[src/rtl/callret_pkg.sv]
// Shared types for the return-stack engine.
// Assumes nothing beyond IEEE 1800-2017 enums.
package callret_pkg;
    typedef enum logic [2:0] {
        ST_IDLE,
        ST_PUSH_LO,
        ST_PUSH_HI,
        ST_RD_HI,
        ST_RD_LO,
        ST_RD_FIN
    } seq_state_t;
endpackage

[src/rtl/cs_frame_addr.sv]
// Maps a stack pointer to the two RAM addresses of its frame.
// Assumes frames are two bytes wide and packed upward from STACK_BASE.
module cs_frame_addr #(
    parameter int          ADDR_W     = 8,
    parameter int          PTR_W      = 3,
    parameter logic [7:0]  STACK_BASE = 8'h08
) (
    input  logic [PTR_W-1:0]  ptr,
    output logic [ADDR_W-1:0] lo_addr,
    output logic [ADDR_W-1:0] hi_addr
);
    // Frame offset is twice the pointer; the high byte sits one above.
    always_comb begin
        lo_addr = ADDR_W'(STACK_BASE) + ADDR_W'({ptr, 1'b0});
        hi_addr = lo_addr + ADDR_W'(1);
    end
endmodule

[src/rtl/cs_status_reg.sv]
// Holds the status word: flag nibble, constant-one bit, stack pointer.
// Assumes DATA_W = FLAG_W + 1 + PTR_W; a direct load wins over engine updates.
module cs_status_reg #(
    parameter int DATA_W = 8,
    parameter int FLAG_W = 4,
    parameter int PTR_W  = 3
) (
    input  logic              clk,
    input  logic              rst_n,
    input  logic              wr_en,
    input  logic [DATA_W-1:0] wr_data,
    input  logic              ptr_inc,
    input  logic              ptr_dec,
    input  logic              flag_ld,
    input  logic [FLAG_W-1:0] flag_data,
    output logic [DATA_W-1:0] status,
    output logic [PTR_W-1:0]  ptr,
    output logic [FLAG_W-1:0] flags
);
    logic [FLAG_W-1:0] flags_q;
    logic [PTR_W-1:0]  ptr_q;

    // Flags and pointer update; pointer wraps modulo its width.
    always_ff @(posedge clk) begin
        if (!rst_n) begin
            flags_q <= '0;
            ptr_q   <= '0;
        end else if (wr_en) begin
            flags_q <= wr_data[DATA_W-1 -: FLAG_W];
            ptr_q   <= wr_data[PTR_W-1:0];
        end else begin
            if (ptr_inc)      ptr_q <= ptr_q + PTR_W'(1);
            else if (ptr_dec) ptr_q <= ptr_q - PTR_W'(1);
            if (flag_ld)      flags_q <= flag_data;
        end
    end

    // Read view with the fixed bit forced high.
    always_comb begin
        status = {flags_q, 1'b1, ptr_q};
        ptr    = ptr_q;
        flags  = flags_q;
    end
endmodule

[src/rtl/cs_seq.sv]
// Sequences pushes (two writes) and returns (two reads, one capture cycle).
// Assumes RAM read data arrives one cycle after the read strobe.
module cs_seq
    import callret_pkg::*;
#(
    parameter int PC_W   = 12,
    parameter int DATA_W = 8,
    parameter int FLAG_W = 4
) (
    input  logic              clk,
    input  logic              rst_n,
    input  logic              call_req,
    input  logic              ret_plain_req,
    input  logic              ret_flags_req,
    input  logic [PC_W-1:0]   pc_in,
    input  logic [FLAG_W-1:0] flags_in,
    input  logic [DATA_W-1:0] ram_rdata,
    output logic              ready,
    output logic              done,
    output logic [PC_W-1:0]   pc_out,
    output logic              ptr_inc,
    output logic              ptr_dec,
    output logic              flag_ld,
    output logic [FLAG_W-1:0] flag_data,
    output logic              ram_we,
    output logic              ram_re,
    output logic              sel_hi,
    output logic [DATA_W-1:0] ram_wdata
);
    localparam int PC_HI_W = PC_W - DATA_W;

    seq_state_t        state_q;
    logic [PC_W-1:0]   pc_q;
    logic [FLAG_W-1:0] flags_q;
    logic              restore_q;
    logic [DATA_W-1:0] hi_q;
    logic              done_q;
    logic [PC_W-1:0]   pc_out_q;
    logic              acc_call;
    logic              acc_ret;

    // Acceptance: only when idle; a call outranks a return.
    always_comb begin
        ready    = (state_q == ST_IDLE);
        acc_call = ready && call_req;
        acc_ret  = ready && !call_req && (ret_plain_req || ret_flags_req);
    end

    // State, operand capture and completion strobe.
    always_ff @(posedge clk) begin
        if (!rst_n) begin
            state_q   <= ST_IDLE;
            pc_q      <= '0;
            flags_q   <= '0;
            restore_q <= 1'b0;
            hi_q      <= '0;
            done_q    <= 1'b0;
            pc_out_q  <= '0;
        end else begin
            done_q <= 1'b0;
            unique case (state_q)
                ST_IDLE: begin
                    if (acc_call) begin
                        pc_q    <= pc_in;
                        flags_q <= flags_in;
                        state_q <= ST_PUSH_LO;
                    end else if (acc_ret) begin
                        restore_q <= ret_flags_req;
                        state_q   <= ST_RD_HI;
                    end
                end
                ST_PUSH_LO: state_q <= ST_PUSH_HI;
                ST_PUSH_HI: begin
                    done_q  <= 1'b1;
                    state_q <= ST_IDLE;
                end
                ST_RD_HI:   state_q <= ST_RD_LO;
                ST_RD_LO: begin
                    hi_q    <= ram_rdata;
                    state_q <= ST_RD_FIN;
                end
                ST_RD_FIN: begin
                    pc_out_q <= {hi_q[PC_HI_W-1:0], ram_rdata};
                    done_q   <= 1'b1;
                    state_q  <= ST_IDLE;
                end
                default: state_q <= ST_IDLE;
            endcase
        end
    end

    // RAM strobes, pointer moves and flag restore per state.
    always_comb begin
        ram_we    = (state_q == ST_PUSH_LO) || (state_q == ST_PUSH_HI);
        ram_re    = (state_q == ST_RD_HI) || (state_q == ST_RD_LO);
        sel_hi    = (state_q == ST_PUSH_HI) || (state_q == ST_RD_HI);
        ram_wdata = (state_q == ST_PUSH_HI) ? {flags_q, pc_q[PC_W-1:DATA_W]}
                                            : pc_q[DATA_W-1:0];
        ptr_inc   = (state_q == ST_PUSH_HI);
        ptr_dec   = acc_ret;
        flag_ld   = (state_q == ST_RD_FIN) && restore_q;
        flag_data = hi_q[DATA_W-1 -: FLAG_W];
        done      = done_q;
        pc_out    = pc_out_q;
    end
endmodule

[src/rtl/callret_stack.sv]
// Top of the return-stack engine: status word, frame addressing, sequencer.
// Assumes one request at a time and a single-port RAM with one-cycle reads.
module callret_stack #(
    parameter int          PC_W       = 12,
    parameter int          DATA_W     = 8,
    parameter int          ADDR_W     = 8,
    parameter int          PTR_W      = 3,
    parameter logic [7:0]  STACK_BASE = 8'h08
) (
    input  logic              clk,
    input  logic              rst_n,
    input  logic              call_req,
    input  logic              ret_plain_req,
    input  logic              ret_flags_req,
    input  logic [PC_W-1:0]   pc_in,
    input  logic              sts_we,
    input  logic [DATA_W-1:0] sts_wdata,
    output logic [DATA_W-1:0] status_out,
    output logic              ready,
    output logic              done,
    output logic [PC_W-1:0]   pc_out,
    output logic [ADDR_W-1:0] ram_addr,
    output logic              ram_we,
    output logic              ram_re,
    output logic [DATA_W-1:0] ram_wdata,
    input  logic [DATA_W-1:0] ram_rdata
);
    localparam int FLAG_W = DATA_W - 1 - PTR_W;

    logic              sts_load;
    logic              ptr_inc;
    logic              ptr_dec;
    logic              flag_ld;
    logic [FLAG_W-1:0] flag_data;
    logic [PTR_W-1:0]  ptr;
    logic [FLAG_W-1:0] flags;
    logic [ADDR_W-1:0] lo_addr;
    logic [ADDR_W-1:0] hi_addr;
    logic              sel_hi;

    // Direct status load only when idle and nothing else is requested.
    always_comb begin
        sts_load = sts_we && ready && !call_req && !ret_plain_req && !ret_flags_req;
        ram_addr = sel_hi ? hi_addr : lo_addr;
    end

    cs_status_reg #(
        .DATA_W (DATA_W),
        .FLAG_W (FLAG_W),
        .PTR_W  (PTR_W)
    ) u_status (
        .clk       (clk),
        .rst_n     (rst_n),
        .wr_en     (sts_load),
        .wr_data   (sts_wdata),
        .ptr_inc   (ptr_inc),
        .ptr_dec   (ptr_dec),
        .flag_ld   (flag_ld),
        .flag_data (flag_data),
        .status    (status_out),
        .ptr       (ptr),
        .flags     (flags)
    );

    cs_frame_addr #(
        .ADDR_W     (ADDR_W),
        .PTR_W      (PTR_W),
        .STACK_BASE (STACK_BASE)
    ) u_addr (
        .ptr     (ptr),
        .lo_addr (lo_addr),
        .hi_addr (hi_addr)
    );

    cs_seq #(
        .PC_W   (PC_W),
        .DATA_W (DATA_W),
        .FLAG_W (FLAG_W)
    ) u_seq (
        .clk           (clk),
        .rst_n         (rst_n),
        .call_req      (call_req),
        .ret_plain_req (ret_plain_req),
        .ret_flags_req (ret_flags_req),
        .pc_in         (pc_in),
        .flags_in      (flags),
        .ram_rdata     (ram_rdata),
        .ready         (ready),
        .done          (done),
        .pc_out        (pc_out),
        .ptr_inc       (ptr_inc),
        .ptr_dec       (ptr_dec),
        .flag_ld       (flag_ld),
        .flag_data     (flag_data),
        .ram_we        (ram_we),
        .ram_re        (ram_re),
        .sel_hi        (sel_hi),
        .ram_wdata     (ram_wdata)
    );
endmodule

[config.mk]
export PLATFORM = sky130hd
export DESIGN_NAME = callret_stack
export DESIGN_NICKNAME = d
export VERILOG_FILES = /design/src/rtl/callret_pkg.sv /design/src/rtl/cs_frame_addr.sv /design/src/rtl/cs_status_reg.sv /design/src/rtl/cs_seq.sv /design/src/rtl/callret_stack.sv
export SDC_FILE = /design/constraint.sdc
export NUM_CORES = 1
export LEC_CHECK = 0
export BUFFER_PORTS_ARGS = -buffer_cell sky130_fd_sc_hd__buf_2
export CAP_MARGIN = 20
export CORE_MARGIN = 1
export CORE_UTILIZATION = 55
export CTS_CLUSTER_DIAMETER = 30
export DETAILED_ROUTE_END_ITERATION = 10
export PLACE_DENSITY = 0.84
export SYNTH_ARGS = -nofsm -noshare
export SYNTH_HDL_FRONTEND = slang
export SYNTH_HIERARCHICAL = 1
export SYNTH_SLANG_ARGS = --single-unit
[constraint.sdc]
create_clock -name clk -period 3.3 [get_ports clk]
set_input_delay 0.66 -clock clk [delete_from_list [all_inputs] [get_ports clk]]
set_output_delay 0.66 -clock clk [all_outputs]
set_load 0.03 [all_outputs]
==> metrics.txt <==
worst-case reg-to-reg path depth=7; Top Ports=74; Die X=70.19 µm; die height=70.19 µm; Met3 Wirelength=~240 µm; RSZ-0062 raised after global routing=false; Post-Synthesis Cells=273; H-Tree Depth=2; # setup viols final=0; worst-margin pin slew=518.4 ps; WP data required=2640 ps; largest net degree at the start of global routing=41; Post-route DRC=0; P per Cell Area=487.8 mW/mm²; fill count=between 400 and 500; NumNets Final=348; Hold Violations, Final=0; cts repair resizes=0; DRT Pass-1 Iters=4; vias in the first global route=1822; cell count after placement=358; layout cells sized above 1=between 30% and 40%; top routing layer in use=met4; First DRT Iteration DRCs=between 70 and 80; hold buffer count at cts=0; drt wl/cell=12.61 µm; clock tree buffer depth=2; reg-to-reg setup timing slack=between 600 and 700 ps; Worst-Skew Late Latency=290 ps; DIE AREA=0.004927 mm²; crit path DAT=2110 ps; CTS buffer count=5; wl on met1=slightly above 2000 µm; Synth area leader=dfxtp_1; Layout area overhead=9.247%; CTS Root Cell=clkbuf_8; grt ovf=0; Period Utilization, post-route=83.97%; CP Launch Type=flop; Tmin final=about 2800 ps; share of the synthesized area in the top cell type=37.57%; Post-Layout Cell Count=366; Slew Limit Fails=0; critical path class=reg -> out; # rows=24; Mapped Area=about 0.0026 mm²; Post-Syn Area per Cell=about 9.4 µm²; Place WS=692.9 ps; port bufs=68; CTS tree=done; Starting Density=57.94%; setup_tns=0 ps; ant diodes=0; synth top area cells=dfxtp_1 38%, buf_4 9.1%, nand2_1 6.6%; via count=1851; Total GRT Usage=19.80%; core area=0.004414 mm²; dpl hpwl=3254 µm; VDD IR-drop max=about 0.00026 V; max-capacitance violation count=0; critical path capture point type=output port; clock sinks=48; first-pass GRT wire length=slightly below 8000 µm; Total Routed Length=4614 µm; overall power=between 1 and 1.5 mW; status=finished, final reports clean; critical path launch point=u_seq/state_q[1]$_SDFFE_PN0P_; Slew HR=65.44%; worst setup margin=529.1 ps; sequential area share after synthesis=a little under two fifths; postcts setup bufs=0; Critical path destination=ram_wdata[5]; Leak=1.207 nW; top achievable clock speed=360.9 MHz; RD Place Congestion=0.7125; post-synth cell types=between 40 and 50; Reg2Reg Launch Point=u_seq/state_q[1]$_SDFFE_PN0P_; crit path max fanout=17; WL met2=approximately 2300 µm; antenna violations before repair=0; Yosys warning count=6; flops & latches, synth=48; vias per inst=5.057; Hold Path Class=reg -> reg; Final Skew=approximately 2.8 ps; Clock Pin Slew Worst Setup and Hold Paths=80 ps; Critical R2R Capture=u_status/ptr[2]$_SDFFE_PN0P_; Detail Route Antenna Nets=0
[cell type report]
cell class | instances | area, µm² | area share [%]
inverters | 3 | 11.26 | 0.4030
clock inverters | 2 | 35.03 | 1.254
clock buffers | 6 | 72.57 | 2.597
well taps | 52 | 65.06 | 2.329
repair buffers | 73 | 377.9 | 13.52
multi-input cells | 182 | 1271 | 45.50
flip-flops and latches | 48 | 960.9 | 34.39
[how the worst min path moves through the flow]
stage                                       start                             to  depth (start not counted)
CTS                 u_seq/pc_out[10]$_SDFFE_PN0N_  u_seq/pc_out[10]$_SDFFE_PN0N_                          2
global placement    u_seq/pc_out[10]$_SDFFE_PN0N_  u_seq/pc_out[10]$_SDFFE_PN0N_                          2
finish              u_seq/pc_out[10]$_SDFFE_PN0N_  u_seq/pc_out[10]$_SDFFE_PN0N_                          2
global route           u_seq/pc_q[8]$_SDFFE_PN0P_     u_seq/pc_q[8]$_SDFFE_PN0P_                          2
detailed placement     u_seq/pc_q[8]$_SDFFE_PN0P_     u_seq/pc_q[8]$_SDFFE_PN0P_                          2
floorplan              u_seq/hi_q[2]$_SDFFE_PN0P_  u_seq/pc_out[10]$_SDFFE_PN0N_                          2
[cells in the final DEF, fill, tap and decap left out, types with 3 or more instances in the layout]
| cell type | n |
|---|---|
| clkbuf_8 | 5 |
| buf_2 | 68 |
| nor2b_1 | 10 |
| mux2_4 | 8 |
| nand3_2 | 4 |
| mux2i_1 | 12 |
| nor2_1 | 11 |
| a21boi_0 | 10 |
| nand3_1 | 12 |
| dfxtp_1 | 48 |
| mux2_2 | 10 |
| a21oi_1 | 3 |
| inv_1 | 3 |
| nor3_1 | 3 |
| o21ai_2 | 11 |
| o21ai_0 | 6 |
| conb_1 | 9 |
| nand2_1 | 45 |
| buf_4 | 5 |
[cell usage after synthesis]
library cell	number
mux2_4	8
fa_1	1
nand2_1	45
a21o_1	1
conb_1	3
nor4b_4	1
a21boi_1	2
clkbuf_1	3
o21ai_2	11
nand3b_1	1
nor2_1	11
nand3_2	4
and2_1	2
nand4b_1	1
dfxtp_1	48
a31oi_1	1
nor2b_4	2
nand3_1	12
o21ai_0	6
mux2_1	2
nand2b_1	1
buf_2	5
a32oi_1	1
mux2_2	10
o211a_1	1
buf_4	31
a31o_2	1
o21a_1	2
nor3b_1	1
nor4_1	1
nor4_2	1
inv_1	3
or3b_1	2
a21boi_0	10
xnor2_1	1
a211oi_1	1
nor3_1	3
a21oi_1	3
and3b_1	1
mux2i_1	12
buf_6	7
nor2b_1	10
[through the flow]
step / area [µm²] / hold WS (ps) / util (%)
final: 2794 / 452.4 / 63.29
after floorplan: 2580 / 430.1 / -
after global placement: 2686 / 440.6 / 60.86
after global routing: 2794 / 482.7 / 63.29
after detailed placement: 2686 / 446.1 / 60.86
after CTS: 2794 / 457.9 / 63.29
[registers in the layout, summed over array words and instances (netlist names)]
| register | cells |
|---|---|
| u_status/flags | 4 |
| u_seq/pc_out | 12 |
| u_seq/done | 1 |
| u_seq/hi_q | 8 |
| u_seq/state_q | 3 |
| u_seq/restore_q | 1 |
| u_seq/pc_q | 12 |
| u_status/ptr | 3 |
| u_seq/flags_q | 4 |
[logic make-up (layout without fill, tap and decap cells)]
| group | count (synthesis) | count (layout) | synth area share (%) |
|---|---|---|---|
| simple gates | 99 | 99 | 20.60 |
| compound gates | 40 | 40 | 11.55 |
| flops | 48 | 48 | 37.57 |
| mux | 32 | 32 | 14.68 |
| other cells | 3 | 9 | 0.4403 |
| xor+xnor | 1 | 1 | 0.3425 |
| buf+inv | 49 | 84 | 14.04 |
| fa+ha+maj | 1 | 1 | 0.7828 |
[per-layer routing]
| metal | vias up | track usage (%) |
|---|---|---|
| met5 | - | 0 |
| met4 | 0 | 6.444 |
| met3 | 5 | 5.195 |
| met2 | 50 | 34.51 |
| met1 | 835 | 23.59 |
| li1 | 961 | - |
[where the power goes]
part	internal, mW	leakage [nW]	switching [mW]	total, mW
Sequential	0.607	0.390	0.0308	0.638
Combinational	0.126	0.762	0.188	0.314
Clock	0.225	0.0552	0.187	0.412
[worst max-delay path: stages, from the launching register on]
cell and delay, ps:
dfxtp_1 590, nor2b_4 240, nor2b_4 420, mux2_2 390
buf_2 180
Note: power is estimated with default switching activity, not from simulation.
